### config.mk
export PLATFORM = sky130hd
export DESIGN_NAME = cq1_expander
export DESIGN_NICKNAME = d
export VERILOG_FILES = /design/src/rtl/cq1_pkg.sv /design/src/rtl/cq1_classify.sv /design/src/rtl/cq1_format.sv /design/src/rtl/cq1_expander.sv
export SDC_FILE = /design/constraint.sdc
export NUM_CORES = 1
export LEC_CHECK = 0
export BUFFER_PORTS_ARGS = -buffer_cell sky130_fd_sc_hd__buf_2
export CORE_UTILIZATION = 44
export CTS_BUF_LIST = sky130_fd_sc_hd__clkbuf_2 sky130_fd_sc_hd__clkbuf_4 sky130_fd_sc_hd__clkbuf_8
export CTS_CLUSTER_SIZE = 40
export DETAILED_ROUTE_END_ITERATION = 7
export PLACE_DENSITY_LB_ADDON = 0.12
export SLEW_MARGIN = 5
export SYNTH_ARGS = -nofsm -noshare
export SYNTH_HDL_FRONTEND = slang
export SYNTH_SLANG_ARGS = --single-unit
export TNS_END_PERCENT = 20
### constraint.sdc
create_clock -name clk -period 2.2 [get_ports clk]
set_input_delay 0.33 -clock clk [delete_from_list [all_inputs] [get_ports clk]]
set_output_delay 0.33 -clock clk [all_outputs]
set_load 0.02 [all_outputs]
### src/rtl/cq1_pkg.sv
package cq1_pkg;
    localparam int CLEN = 16;
    localparam int ILEN = 32;
    localparam int RLEN = 5;

    localparam logic [6:0] OPC_OPIMM   = 7'b0010011;
    localparam logic [6:0] OPC_OPIMM32 = 7'b0011011;
    localparam logic [6:0] OPC_LUI     = 7'b0110111;

    localparam logic [2:0] SEL_ADD  = 3'b000;
    localparam logic [2:0] SEL_ADDW = 3'b001;
    localparam logic [2:0] SEL_UPR  = 3'b011;
    localparam logic [1:0] QUAD1    = 2'b01;
    localparam logic [RLEN-1:0] REG_SP = 5'd2;

    typedef enum logic [2:0] {
        K_BAD,
        K_ADDI,
        K_ADDIW,
        K_SPADJ,
        K_LUI,
        K_NOPHINT,
        K_LUIHINT
    } kind_e;
endpackage

### src/rtl/cq1_classify.sv
module cq1_classify
    import cq1_pkg::*;
(
    input  logic [CLEN-1:0] ci,
    input  logic            rv64,
    output kind_e           kind
);
    logic [2:0]      sel;
    logic [RLEN-1:0] rd;
    logic            imm_zero;

    assign sel      = ci[15:13];
    assign rd       = ci[11:7];
    assign imm_zero = ({ci[12], ci[6:2]} == 6'd0);

    always_comb begin
        kind = K_BAD;
        if (ci[1:0] == QUAD1) begin
            unique case (sel)
                SEL_ADD:  kind = (rd == '0) ? K_NOPHINT : K_ADDI;
                SEL_ADDW: kind = (rv64 && rd != '0) ? K_ADDIW : K_BAD;
                SEL_UPR: begin
                    if (imm_zero)            kind = K_BAD;
                    else if (rd == REG_SP)   kind = K_SPADJ;
                    else if (rd == '0)       kind = K_LUIHINT;
                    else                     kind = K_LUI;
                end
                default:  kind = K_BAD;
            endcase
        end
    end
endmodule

### src/rtl/cq1_format.sv
module cq1_format
    import cq1_pkg::*;
(
    input  logic [CLEN-1:0] ci,
    input  kind_e           kind,
    output logic [ILEN-1:0] word,
    output logic            ill,
    output logic            hint
);
    logic [RLEN-1:0] rd;
    logic [11:0]     imm_i;
    logic [11:0]     imm_sp;
    logic [19:0]     imm_u;

    assign rd     = ci[11:7];
    assign imm_i  = {{6{ci[12]}}, ci[12], ci[6:2]};
    // shuffled field: bit12=n9, b6=n4, b5=n6, b4:3=n8:7, b2=n5
    assign imm_sp = {{2{ci[12]}}, ci[12], ci[4], ci[3], ci[5], ci[2], ci[6], 4'b0000};
    assign imm_u  = {{14{ci[12]}}, ci[12], ci[6:2]};

    always_comb begin
        word = '0;
        ill  = 1'b0;
        hint = 1'b0;
        unique case (kind)
            K_ADDI:    word = {imm_i, rd, 3'b000, rd, OPC_OPIMM};
            K_NOPHINT: begin
                word = {imm_i, 5'd0, 3'b000, 5'd0, OPC_OPIMM};
                hint = 1'b1;
            end
            K_ADDIW:   word = {imm_i, rd, 3'b000, rd, OPC_OPIMM32};
            K_SPADJ:   word = {imm_sp, REG_SP, 3'b000, REG_SP, OPC_OPIMM};
            K_LUI:     word = {imm_u, rd, OPC_LUI};
            K_LUIHINT: begin
                word = {imm_u, 5'd0, OPC_LUI};
                hint = 1'b1;
            end
            default:   ill = 1'b1;
        endcase
    end
endmodule

### src/rtl/cq1_expander.sv
module cq1_expander
    import cq1_pkg::*;
(
    input  logic            clk,
    input  logic            rst,
    input  logic            cin_valid,
    input  logic [CLEN-1:0] cin,
    input  logic            rv64,
    output logic            xout_valid,
    output logic [ILEN-1:0] xout,
    output logic            xout_illegal,
    output logic            xout_hint
);
    kind_e           kind;
    logic [ILEN-1:0] word_d;
    logic            ill_d;
    logic            hint_d;

    cq1_classify u_cls (
        .ci   (cin),
        .rv64 (rv64),
        .kind (kind)
    );

    cq1_format u_fmt (
        .ci   (cin),
        .kind (kind),
        .word (word_d),
        .ill  (ill_d),
        .hint (hint_d)
    );

    always_ff @(posedge clk) begin
        if (rst) begin
            xout_valid   <= 1'b0;
            xout_illegal <= 1'b0;
            xout_hint    <= 1'b0;
            xout         <= '0;
        end else begin
            xout_valid   <= cin_valid;
            xout_illegal <= cin_valid & ill_d;
            xout_hint    <= cin_valid & hint_d;
            if (cin_valid) xout <= word_d;
        end
    end

    // strobe follows input one clock later
    a_r10_valid_follows: assert property (@(posedge clk) disable iff (rst)
        !$past(rst) |-> (xout_valid == $past(cin_valid)));
    // illegal results carry a zero word
    a_r9_illegal_zero: assert property (@(posedge clk) disable iff (rst)
        xout_illegal |-> (xout == '0));
    // hints write x0 only
    a_r2_hint_x0: assert property (@(posedge clk) disable iff (rst)
        xout_hint |-> (xout[11:7] == 5'd0));
    // never both illegal and hint
    a_r9_flags_exclusive: assert property (@(posedge clk) disable iff (rst)
        !(xout_illegal && xout_hint));
    // flags only with a valid result
    a_r11_flags_need_valid: assert property (@(posedge clk) disable iff (rst)
        !xout_valid |-> (!xout_illegal && !xout_hint));
    // word held across idle cycles
    a_r11_word_hold: assert property (@(posedge clk) disable iff (rst)
        (!$past(rst) && !$past(cin_valid)) |-> $stable(xout));
endmodule

### Word-level counts from Yosys, hierarchy flattened

Cells that the tools add are included.

| word-level totals | value |
|---|---|
| bits in registers | 35 |
| word-level logic and storage cells | 33 |

| cells by class | value |
|---|---|
| eq/ne operators | 10 |
| multiplexer cells | 10 |
| bitwise operators | 2 |
| reductions and logical operators | 7 |

Operators with widths:

| operator | number |
|---|---|
| case mux 32 bit (6 select lines) | 1 |
| two-way mux 3 bit | 4 |
| equality test 3 x 2 -> 1 bit, second input constant | 3 |
| equality test 3 bit, second input constant | 3 |
| case mux 3 bit (3 select lines) | 1 |
| equality test 3 x 1 -> 1 bit, second input constant | 2 |
| zero test 6 bit | 1 |
| OR reduction 6 bit | 1 |
| equality test 5 x 2 -> 1 bit, second input constant | 1 |
| zero test 5 bit | 1 |
| nonzero test 5 bit | 1 |
| two-way mux 2 bit | 2 |
| zero test 3 bit | 1 |
| AND 1 bit | 2 |
| equality test 2 x 1 -> 1 bit, second input constant | 1 |
| two-way mux 1 bit | 2 |
| OR reduction 2 bit | 1 |
| logical AND 1 bit | 1 |

### Logic depth before layout (Yosys ltp)

Gate-level depths: netlist of run 1.

| logic depth | value |
|---|---|
| depth in word-level cells | 10 |
| depth in mapped cells | 7 |
| depth with buffers taken out | 6 |

### Modules after synthesis

A second synthesis of run 1 with hierarchy kept.

| unflattened totals | value |
|---|---|
| cells, all modules | 201 |
| area total of the unflattened synthesis | 1871.8 um^2 |

Modules (own cells, without submodules):

| module | times used | cells an instance | area each (um^2) |
|---|---|---|---|
| cq1_expander | 1 | 110 | 1252.5 |
| cq1_format | 1 | 72 | 455.4 |
| cq1_classify | 1 | 19 | 163.9 |

### Worst setup path after synthesis of run 1

OpenSTA, ideal clock, no wires.

| timing | value |
|---|---|
| kind | input to register |
| start point | input port cin[7] |
| end point | register xout[20] |
| data arrival time | 2019 ps |
| slack | 123 ps |
| cell stages on the path | 6 |
| path buffers | 0 |
| path through | or4_4 a211oi_2 o21ai_2 or3_1 a41oi_2 o221a_2 |

| on the way | value |
|---|---|
| word-level cells in the longest chain between the ends | 8 |

Ends and longest elaborated chain:

| what | RTL line | source |
|---|---|---|
| from (decl) | cq1_expander.sv:7 | `input logic [CLEN-1:0] cin,` |
| zero test 5 bit | cq1_classify.sv:20, cq1_classify.sv:25 |  |
| two-way mux 2 bit | cq1_classify.sv:25 | `else if (rd == '0) kind = K_LUIHINT;` |
| two-way mux 3 bit | cq1_classify.sv:24 | `else if (rd == REG_SP) kind = K_SPADJ;` |
| two-way mux 3 bit | cq1_classify.sv:23 | `if (imm_zero) kind = K_BAD;` |
| case mux 3 bit (3 select lines) (*) | cq1_classify.sv:19 | `unique case (sel)` |
| two-way mux 3 bit (*) | cq1_classify.sv:18 | `if (ci[1:0] == QUAD1) begin` |
| equality test 3 bit, or another cell as far along | cq1_format.sv:25 | `unique case (kind)` |
| case mux 32 bit (6 select lines) (*) | cq1_format.sv:25 |  |
| to (signal assigned) | cq1_expander.sv:43 | `if (cin_valid) xout <= word_d;` |
| to (decl) | cq1_expander.sv:10 | `output logic [ILEN-1:0] xout,` |

Mark *: on every way between the ends. The rest lies on a longest branch, timed or not.
A chain may end at the register's enable or synchronous reset.

### Worst setup path after layout of run 1

| timing | value |
|---|---|
| start point | input port cin[7] |
| end point | register xout[23] |

Same word-level chain as after synthesis.

==> summary.txt, run 1 <==
Status - completed
Ys flop type - dfxtp_1
Power Dens Cells - 596 mW/mm²
Via/cell ratio - 5.45
Tightest Hold Check Type - primary input to flop
Post-CTS sizing - 0
Slew Limit Headroom - 62.4%
Most common cell after layout, fill and taps aside - buf_2
Tcrit/Tclk final - 90.2%
CTS H-Tree Depth - 2
Net Sw Power - 0.268 mW
F_max - 504 MHz
Avg WL per Cell - 13.1 µm
Vias in the first global route - 1248
Hold buffer count at cts - 0
Largest net degree at the start of global routing - 27
Yosys reg bits - 29
Total core area - 0.00278 mm²
Worst setup EP type - flop
Gr ovfl total - 0
I/O Buffers - 53
1st-iter DRT viols - 37
R2r startpoint - xout[16]
Combinational power share - 12.1%
CTS tree - built
Fin nets - 230
RR Endpoint - xout[16]
Clk buf depth - 2
Gpl congestion - 0.906
Share of layout cells above drive strength 1 - 41.7%
CP Max Fanout - 4
Fin. max-slew vios - 0
Overall power - 1.04 mW
Post-synth EDFFs - 0
LEAKAGE - 0.809 nW
Synthesized instance count - 145
Gr usage total - 22.0%
Die ar. - 0.00320 mm²
Initial core utilization - 47.1%
Die Height - 56.5 µm
Setup total negative slack - 0 ps
Sequential area share after synthesis - 44.4%
Row count - 19
Worst-path clk slew - 90 ps
Hold slack - 284 ps
Count of cell types in the netlist - 39
Diodes inserted - 0
Arrival time worst endpoint - 2270 ps
Worst setup SP type - primary input
Crit path kind - primary input to flop
Slew @ Worst Pin - 562 ps
Number of iterations in the first detailed-routing pass - 6
Sequential power share - 52.0%
Crit path launch - cin[7]
Root Driver - clkbuf_4
Cell Area, Synth - 0.00131 mm²
Final Critical Period - 1980 ps
Worst IR Drop VDD - 477 µV
CTS Buf Count - 5
Initial antenna violation count - 0
Ports - 55
FFs w/ async S/R, synth - 0%
Post-CTS Setup Repair Bufs - 0
R2r setup slk - 1510 ps
Mean Syn Cell Area - 9.03 µm²
Switching Share - 25.8%
First-pass GRT wire length - 5440 µm
Die width - 56.5 µm
Maxcap violations - 0
Final hold viol count - 0
Via count - 1320
Worst Path Required - 2480 ps
Int Pwr - 0.770 mW
Leading cell types in the layout, fill and taps excluded - buf_2 (53), dfxtp_1 (29), buf_4 (17), nand2_1 (16), o21ai_0 (11)
Area Growth Syn to Fin - 33.2%
Clk pwr share - 36.0%
Post-synthesis net count - 165
Placed Instances - 234
R2R cell count - 2
Ys Warns - 0
DRC errors left - 0
Worst Setup EP - xout[23]
Final WL - 3180 µm
Clock sinks - 29
Antenna Violating Nets Remaining - 0
Endpoints failing setup - 0
RSZ-0062 raised after global routing - false
FILL cells - 271
Final Non-Filler Cells - 242
Clk Latency, worst-skew pair - 330 ps
Post-DP HPWL - 2530 µm
Setup Skew - 0 ps
[metal layers]
layer / vias to the layer above / GRT usage [%] / routed length, µm
met1: 605 / 27.4 / 1360
li1: 660 / - / -
met2: 50 / 35.0 / 1540
met3: 5 / 6.91 / 217
met4: 0 / 8.71 / 54
met5: - / 0 / 0
[power groups by stage]
stage	Combinational, mW	Clock [mW]	Sequential, mW
after global routing	0.137	0.409	0.541
after detailed placement	0.125	0	0.552
after floorplan	0.0533	0	0.565
after CTS	0.125	0.380	0.540
after global placement	0.123	0	0.552
final	0.126	0.373	0.540
[flip-flops by register name (all words and copies together), names as in the netlist]
register / flops
xout: 26
xout_hint: 1
xout_illegal: 1
xout_valid: 1
[synth_stat cells, drive strengths merged (2+ instances only)]
| cell type | n | area share (%) |
|---|---|---|
| dfxtp | 29 | 44 |
| nand3 | 5 | 1.9 |
| nor4 | 2 | 0.96 |
| buf | 7 | 3.7 |
| a32oi | 2 | 1.3 |
| o211ai | 2 | 1.1 |
| o21ai | 13 | 5.3 |
| or4 | 2 | 1.4 |
| o221a | 4 | 3.4 |
| a21oi | 6 | 2.3 |
| and2 | 2 | 0.96 |
| nor2 | 10 | 2.9 |
| nand2 | 16 | 4.6 |
| nor2b | 2 | 0.96 |
| a22o | 3 | 2.0 |
| nor3 | 3 | 1.5 |
| a211oi | 3 | 2.1 |
| clkbuf | 5 | 1.4 |
| nand2b | 7 | 3.3 |
| mux2i | 6 | 4.6 |
| a31oi | 4 | 1.9 |
[cell families after synthesis]
group / after synthesis / synth area share, %
buffers and inverters: 13 / 5.45
AO/OA/AOI/OAI: 45 / 25.7
flip-flops: 29 / 44.4
multiplexers: 6 / 4.59
AND/OR/NAND/NOR: 51 / 19.6
other: 1 / 0.287
[cell type report]
cell class	count	area, µm²	share of cell area [%]
clock buffer	7	65.1	3.73
clock inverter	1	5.00	0.287
inverter	1	3.75	0.215
multi-input combinational	103	657	37.7
sequential	29	581	33.3
tap	31	38.8	2.23
timing repair buffer	70	393	22.5
[worst min-delay path by stage]
| stage | start | to | slack (ps) | cells past startpoint |
|---|---|---|---|---|
| floorplan | cin[10] | xout[10] | 460 | 1 |
| finish | cin[6] | xout[24] | 280 | 3 |
| CTS | cin[6] | xout[24] | 280 | 3 |
| global route | cin[6] | xout[24] | 300 | 3 |
| global placement | xout[8] | xout[8] | 420 | 2 |
| detailed placement | xout[8] | xout[8] | 430 | 2 |
[worst max-delay path, cell delays in order]
cell,delay [ps]
buf_2,110
or4_4,530
a211oi_2,230
o21ai_2,110
or3_1,430
a41oi_2,290
o221a_2,230
[through the flow]
stage          area, µm²  setup slack, ps  util (%)
2_1_floorplan       1310              123         -
3_3_place_gp        1670            -73.4      60.1
3_5_place_dp        1670             -131      60.1
4_1_cts             1740              222      62.7
5_1_grt             1740              142      62.7
6_report            1740              215      62.7
(Power assumes the default switching activity.)
==> run 2, diff against run 1 <==
==> constraint.sdc (replaced) <==
create_clock -name clk -period 1.73 [get_ports clk]
set_input_delay 0.2595 -clock clk [delete_from_list [all_inputs] [get_ports clk]]
set_output_delay 0.2595 -clock clk [all_outputs]
set_load 0.1 [all_outputs]
==> run 2 against run 1 <==
Net effect:
- the flow now finishes with violations (negative setup slack)
- hold slack improved by 3.6 ps
- combinational power rose by 130%
- non-clock buffer count rose by 10
- final cell count rose by 4.1%
- clock power rose by 13%
- critical path depth did not move
- flip-flop and latch count did not move
- global-route usage rose by 0.93 points
- sequential power rose by 27%
- register-to-register slack got worse by 460 ps
- sequential share of layout area fell by 3.2 points
- first-iteration DRC count rose by 35%
==> summary.txt, run 2 (synthesized netlist as in run 1, its figures left out) <==
Status - complete, but fails checks (was completed)
Failing checks - negative setup slack
CTS tree - built (unchanged)
Hold Path Origin - cin[10] (was cin[6])
Clock sinks - 29 (unchanged)
R2R cell count - 1 (was 2)
Cell family with most CP delay - simple AND/OR/NAND/NOR gates (unchanged)
Worst setup SP type - primary input (unchanged)
Setup Skew - 0 ps (unchanged)
Die ar. - 0.00320 mm² (unchanged)
Gr ovfl total - 0 (unchanged)
Post-DP HPWL - 2730 µm (was 2530 µm)
CP Max Fanout - 6 (was 4)
Crit path kind - primary input to flop (unchanged)
Row count - 19 (unchanged)
Via count - 1368 (was 1320)
Ports - 55 (unchanged)
Gr usage total - 22.9% (was 22.0%)
Via/cell ratio - 5.43 (was 5.45)
Maxcap violations - 0 (unchanged)
Diodes inserted - 0 (unchanged)
R2r setup slk - 1050 ps (was 1510 ps)
Initial core utilization - 47.1% (unchanged)
R2r startpoint - xout[22] (was xout[16])
Gpl congestion - 0.819 (was 0.906)
Number of iterations in the first detailed-routing pass - 4 (was 6)
Die Height - 56.5 µm (unchanged)
Tightest Hold Check Type - primary input to flop (unchanged)
CP bufs+invs - 1 (unchanged)
RR Endpoint - xout[22] (was xout[16])
Hold Path Sink - xout[10] (was xout[24])
Power Dens Cells - 727 mW/mm² (was 596 mW/mm²)
Worst Path Required - 2000 ps (was 2480 ps)
Vias in the first global route - 1301 (was 1248)
I/O Buffers - 53 (unchanged)
Slew @ Worst Pin - 747 ps (was 562 ps)
CTS Buf Count - 5 (unchanged)
CP Cell Sequence - buf_6 -> or4_4 -> a211oi_4 -> o21ai_4 -> or3_4 -> a41oi_4 -> o221a_2 (was buf_2 -> or4_4 -> a211oi_2 -> o21ai_2 -> or3_1 -> a41oi_2 -> o221a_2)
Antenna Violating Nets Remaining - 0 (unchanged)
Die width - 56.5 µm (unchanged)
Clk buf depth - 2 (unchanged)
Fin nets - 240 (was 230)
Worst IR Drop VDD - 645 µV (was 477 µV)
Clk Latency, worst-skew pair - 310 ps (was 330 ps)
LEAKAGE - 0.881 nW (was 0.809 nW)
First-pass GRT wire length - 5730 µm (was 5440 µm)
Worst hold path depth - 3 (unchanged)
CP max stage delay - 550 ps (was 530 ps)
Root Driver - clkbuf_4 (unchanged)
Leading cell types in the layout, fill and taps excluded - buf_2 (51), dfxtp_1 (29), buf_4 (27), nand2_1 (15), nor2_1 (10) (was buf_2 (53), dfxtp_1 (29), buf_4 (17), nand2_1 (16), o21ai_0 (11))
Final WL - 3490 µm (was 3180 µm)
Worst-path clk slew - 90 ps (about the same)
DRC errors left - 0 (unchanged)
Tcrit/Tclk final - 104%
RSZ-0062 raised after global routing - true (was false)
Endpoints failing setup - 13 (was 0)
Avg WL per Cell - 13.8 µm (was 13.1 µm)
CP max stage cell - or4_4 (unchanged)
Final Util - 69.3% (was 62.7%)
Total core area - 0.00278 mm² (unchanged)
Initial antenna violation count - 0 (unchanged)
Most flops, register - xout (unchanged)
Hold buffer count at cts - 0 (unchanged)
Setup total negative slack - -647 ps (was 0 ps)
1st-iter DRT viols - 50 (was 37)
Slew Limit Headroom - 50.0% (was 62.4%)
Final Critical Period - 1800 ps
Share of layout cells above drive strength 1 - 49.3% (was 41.7%)
Final WS setup - -71.5 ps (was 215 ps)
CTS H-Tree Depth - 2 (unchanged)
Fin. max-slew vios - 0 (unchanged)
Arrival time worst endpoint - 2070 ps (was 2270 ps)
Max FFs per register - 26 (unchanged)
Area Growth Syn to Fin - 47.3% (was 33.2%)
F_max - 555 MHz
Largest net degree at the start of global routing - 24 (was 27)
Worst setup EP type - flop (unchanged)
Final hold viol count - 0 (unchanged)
Most common cell after layout, fill and taps aside - buf_2 (unchanged)
-- run 2: layout make-up --
class / instances / area, µm²
repair buffers: 80 / 480
clock buffers: 8 / 60.1
fillers: 231 / 853
well taps: 31 / 38.8
inverters: 1 / 3.75
flip-flops and latches: 29 / 581
multi-input cells: 103 / 764
-- run 2: repair_timing --
action | 4_1_cts | 5_1_grt
resized for setup | 11 | 12
buffers inserted | 0 | 1
pin swaps | 2 | 7
endpoints found under the setup margin | 14 | 23
endpoints found under the hold margin | 0 | 0
-- run 2: how the worst max path moves through the flow --
| stage | end | start | cells past startpoint | slack, ps |
|---|---|---|---|---|
| after floorplan | xout[20] | cin[7] | 6 | -180 |
| after global placement | xout[20] | cin[7] | 8 | -390 |
| after detailed placement | xout[28] | cin[7] | 8 | -480 |
| after CTS | xout[10] | cin[7] | 7 | -80 |
| after global routing | xout[28] | cin[7] | 8 | -130 |
| final | xout[22] | cin[7] | 7 | -70 |
-- run 2: layer usage --
| metal | global-route usage, % | vias to the layer above | wire (µm) |
|---|---|---|---|
| met5 | 0 | - | 0 |
| met4 | 7.32 | 0 | 70 |
| met2 | 39.2 | 60 | 1650 |
| li1 | - | 681 | - |
| met3 | 5.30 | 8 | 192 |
| met1 | 28.2 | 619 | 1580 |
-- run 2: report_power, final --
group / internal [mW] / switching, mW / total, mW
Clock: 0.209 / 0.213 / 0.422
Sequential: 0.680 / 0.00555 / 0.686
Combinational: 0.0854 / 0.209 / 0.294
Total: 0.974 / 0.427 / 1.40
-- run 2: metrics by stage --
step	hold slack (ps)	cells	power (mW)	cell area, µm²	setup slack, ps
after detailed placement	438	243	0.974	1750	-479
after global routing	279	252	1.46	1930	-126
after global placement	420	243	0.970	1750	-390
after CTS	265	251	1.40	1850	-79.8
final	288	252	1.40	1930	-71.5
after floorplan	385	145	0.880	1320	-178
==> run 3, diff against run 2 <==
--- a/config.mk
+++ b/config.mk
@@ -5,10 +5,11 @@
 export SDC_FILE = /design/constraint.sdc
 export NUM_CORES = 1
 export LEC_CHECK = 0
+export ABC_AREA = 1
 export BUFFER_PORTS_ARGS = -buffer_cell sky130_fd_sc_hd__buf_2
-export CORE_UTILIZATION = 44
+export CORE_UTILIZATION = 45
 export CTS_BUF_LIST = sky130_fd_sc_hd__clkbuf_2 sky130_fd_sc_hd__clkbuf_4 sky130_fd_sc_hd__clkbuf_8
-export CTS_CLUSTER_SIZE = 40
+export CTS_CLUSTER_SIZE = 8
 export DETAILED_ROUTE_END_ITERATION = 7
 export PLACE_DENSITY_LB_ADDON = 0.12
 export SLEW_MARGIN = 5
==> run 3 against run 2 <==
Net effect:
- the run now ends clean
- die area rose by 13%
- first-iteration DRC count fell by 26%
- flip-flop and latch count unchanged
- final cell count is 27% higher
- global-route usage fell by 1.5 points
- largest cell class unchanged
- sequential share of layout area rose by 0.82 points
- cell area decreased by 2.7%
- non-clock buffer count decreased by 22
==> summary.txt, run 3 <==
Met3 WL - 151 µm (was 192 µm)
Via count - 1519 (was 1368)
CP max stage cell - buf_2 (was or4_4)
CP Cell Sequence - buf_2 (was buf_6 -> or4_4 -> a211oi_4 -> o21ai_4 -> or3_4 -> a41oi_4 -> o221a_2)
Antenna Violating Nets Remaining - 0 (unchanged)
Post-DP HPWL - 2640 µm (was 2730 µm)
Worst IR Drop VDD - 631 µV (was 645 µV)
Number of iterations in the first detailed-routing pass - 4 (unchanged)
First-pass GRT wire length - 5840 µm (was 5730 µm)
Area Growth Syn to Fin - 23.3% (was 47.3%)
Clock sinks - 29 (unchanged)
Area share of the largest cell type after synthesis - 38.1% (was 44.4%)
R2r startpoint - xout[15] (was xout[22])
Crit path launch - xout[4] (was cin[7])
Die ar. - 0.00362 mm² (was 0.00320 mm²)
DRC errors left - 0 (unchanged)
Worst setup SP type - flop (was primary input)
Initial core utilization - 48.7% (was 47.1%)
Hold Path Origin - cin[2] (was cin[10])
Clk buf depth - 2 (unchanged)
Final hold viol count - 0 (unchanged)
Gpl congestion - 0.853 (was 0.819)
Most common cell after layout, fill and taps aside - nand2_1 (was buf_2)
I/O Buffers - 53 (unchanged)
Synth top cells by count - nand2_1 (82), dfxtp_1 (29), a21oi_1 (24) (was dfxtp_1 (29), nand2_1 (16), o21ai_0 (11))
CP bufs+invs - 1 (unchanged)
Via/cell ratio - 4.76 (was 5.43)
Post-CTS sizing - 0 (was 11)
CTS tree - built (unchanged)
Endpoints failing setup - 0 (was 13)
Top post-synthesis cells by area - dfxtp_1 (38%), nand2_1 (20%), a21oi_1 (7.9%) (was dfxtp_1 (44%), mux2i_1 (4.6%), nand2_1 (4.6%))
Status - completed (was complete, but fails checks)
CP max stage delay - 440 ps (was 550 ps)
CP Max Fanout - 4 (was 6)
Post-synthesis net count - 244 (was 165)
Most flops, register - xout (unchanged)
Leading cell types in the layout, fill and taps excluded - nand2_1 (82), buf_2 (53), dfxtp_1 (29), a21oi_1 (24), nand4_1 (12) (was buf_2 (51), dfxtp_1 (29), buf_4 (27), nand2_1 (15), nor2_1 (10))
Count of cell types in the netlist - 21 (was 39)
Sequential area share after synthesis - 38.1% (was 44.4%)
Hold buffer count at cts - 0 (unchanged)
Largest net degree at the start of global routing - 20 (was 24)
Crit path kind - flop to primary output (was primary input to flop)
Fin nets - 294 (was 240)
Ports - 55 (unchanged)
Gr ovfl total - 0 (unchanged)
Synthesized instance count - 224 (was 145)
Post-synth EDFFs - 0 (unchanged)
Share of layout cells above drive strength 1 - 33.1% (was 49.3%)
Setup total negative slack - 0 ps (was -647 ps)
1st-iter DRT viols - 37 (was 50)
Die Height - 60.2 µm (was 56.5 µm)
Vias in the first global route - 1338 (was 1301)
Initial antenna violation count - 0 (unchanged)
Placed Area - 0.00179 mm² (was 0.00175 mm²)
Gr usage total - 21.4% (was 22.9%)
Cell Area, Synth - 0.00152 mm² (was 0.00131 mm²)
Post-CTS Setup Repair Bufs - 0 (unchanged)
CTS Buf Count - 5 (unchanged)
Worst setup EP type - primary output (was flop)
Mean Syn Cell Area - 6.80 µm² (was 9.03 µm²)
Tcrit/Tclk final - 80.8% (was 104%)
Ys Warns - 0 (unchanged)
Worst Path Required - 1470 ps (was 2000 ps)
Power Dens Cells - 787 mW/mm² (was 727 mW/mm²)
Metal-1 WL - 1730 µm (was 1580 µm)
Yosys top cell by area - dfxtp_1 (unchanged)
Final Critical Period - 1400 ps (was 1800 ps)
LEAKAGE - 0.953 nW (was 0.881 nW)
Worst-path clk slew - 90 ps (about the same)
Avg WL per Cell - 10.9 µm (was 13.8 µm)
Top-count cell post-synth - nand2_1 (was dfxtp_1)
Row count - 20 (was 19)
RSZ-0062 raised after global routing - false (was true)
Arrival time worst endpoint - 1140 ps (was 2070 ps)
F_max - 715 MHz (was 555 MHz)
Ys flop type - dfxtp_1 (unchanged)
Diodes inserted - 0 (unchanged)
Cell family with most CP delay - buffers and inverters (was simple AND/OR/NAND/NOR gates)
Max FFs per register - 26 (unchanged)
Yosys reg bits - 29 (unchanged)
CTS H-Tree Depth - 2 (unchanged)
Clk Latency, worst-skew pair - 320 ps (was 310 ps)
Die width - 60.2 µm (was 56.5 µm)
Design area - 0.00188 mm² (was 0.00193 mm²)
Highest routed metal layer - met4 (unchanged)
Setup Skew - 0 ps (unchanged)
Root Driver - clkbuf_4 (unchanged)
FILL cells - 323 (was 231)
Final WL - 3480 µm (was 3490 µm)
FFs w/ async S/R, synth - 0% (unchanged)
Fin. max-slew vios - 0 (unchanged)
Met2 wire len - 1570 µm (was 1650 µm)
Total core area - 0.00313 mm² (was 0.00278 mm²)
Tightest Hold Check Type - primary input to flop (unchanged)
Maxcap violations - 0 (unchanged)
run 3: cell count changes in the layout (fill, tap and decap cells not counted), moves of 6 or more:
cell      previous run  this run
nand2_1             15        82
buf_4               27         5
a21oi_1              6        24
nand4_1              0        12
inv_1                1        11
nand2b_1             7         0
nand3_1              4        11
nor2_2               0         7
mux2i_1              6         0
o21ai_1              6         0
run 3: layer usage:
| layer | vias to the layer above | GRT usage (%) |
|---|---|---|
| met5 | - | 0 |
| met4 | 0 | 5.98 |
| met3 | 5 | 5.84 |
| met2 | 35 | 34.2 |
| met1 | 663 | 28.0 |
| li1 | 816 | - |
run 3: worst paths after layout:
path | end | slack, ps | depth (start not counted)
hold reg to reg | xout[21] | 460 | 2
setup reg to reg | xout[15] | 1040 | 4
setup / recovery | xout[1] | 330 | 1
hold / removal | xout[12] | 230 | 3
run 3: kinds of logic (layout without fill, tap and decap cells):
kind of cell,Yosys count,in the layout,synth area share [%]
DFF,29,29,38.1
other,1,1,0.246
and+or+nand+nor,138,138,42.5
buffers and inverters,29,80,9.70
AOI/OAI and AO/OA,27,27,9.45
run 3: metrics by stage:
stage                     worst slack [ps]  util (%)  std cells  power (mW)  hold slack (ps)
after floorplan                       79.0         -        224       0.849              402
after global placement                65.2      57.2        311       0.907              451
after detailed placement              53.4      57.2        311       0.908              452
after CTS                              330      60.0        319        1.49              215
after global routing                   212      60.0        319        1.55              221
final                                  332      60.0        319        1.48              228
run 3: final cells by class:
type	instances	area, µm²	area share, %
Multi-Input combinational cell	166	795	42.3
Timing Repair Buffer	58	303	16.1
Sequential cell	29	581	30.9
Tap cell	44	55.1	2.93
Inverter	14	55.1	2.93
Clock buffer	7	58.8	3.13
Clock inverter	1	30.0	1.60
run 3: report_power, final:
| group | internal (mW) | leakage (nW) | switching [mW] |
|---|---|---|---|
| Combinational | 0.0489 | 0.669 | 0.166 |
| Clock | 0.361 | 0.0489 | 0.224 |
| Sequential | 0.675 | 0.234 | 0.00303 |
| Total | 1.08 | 0.953 | 0.393 |
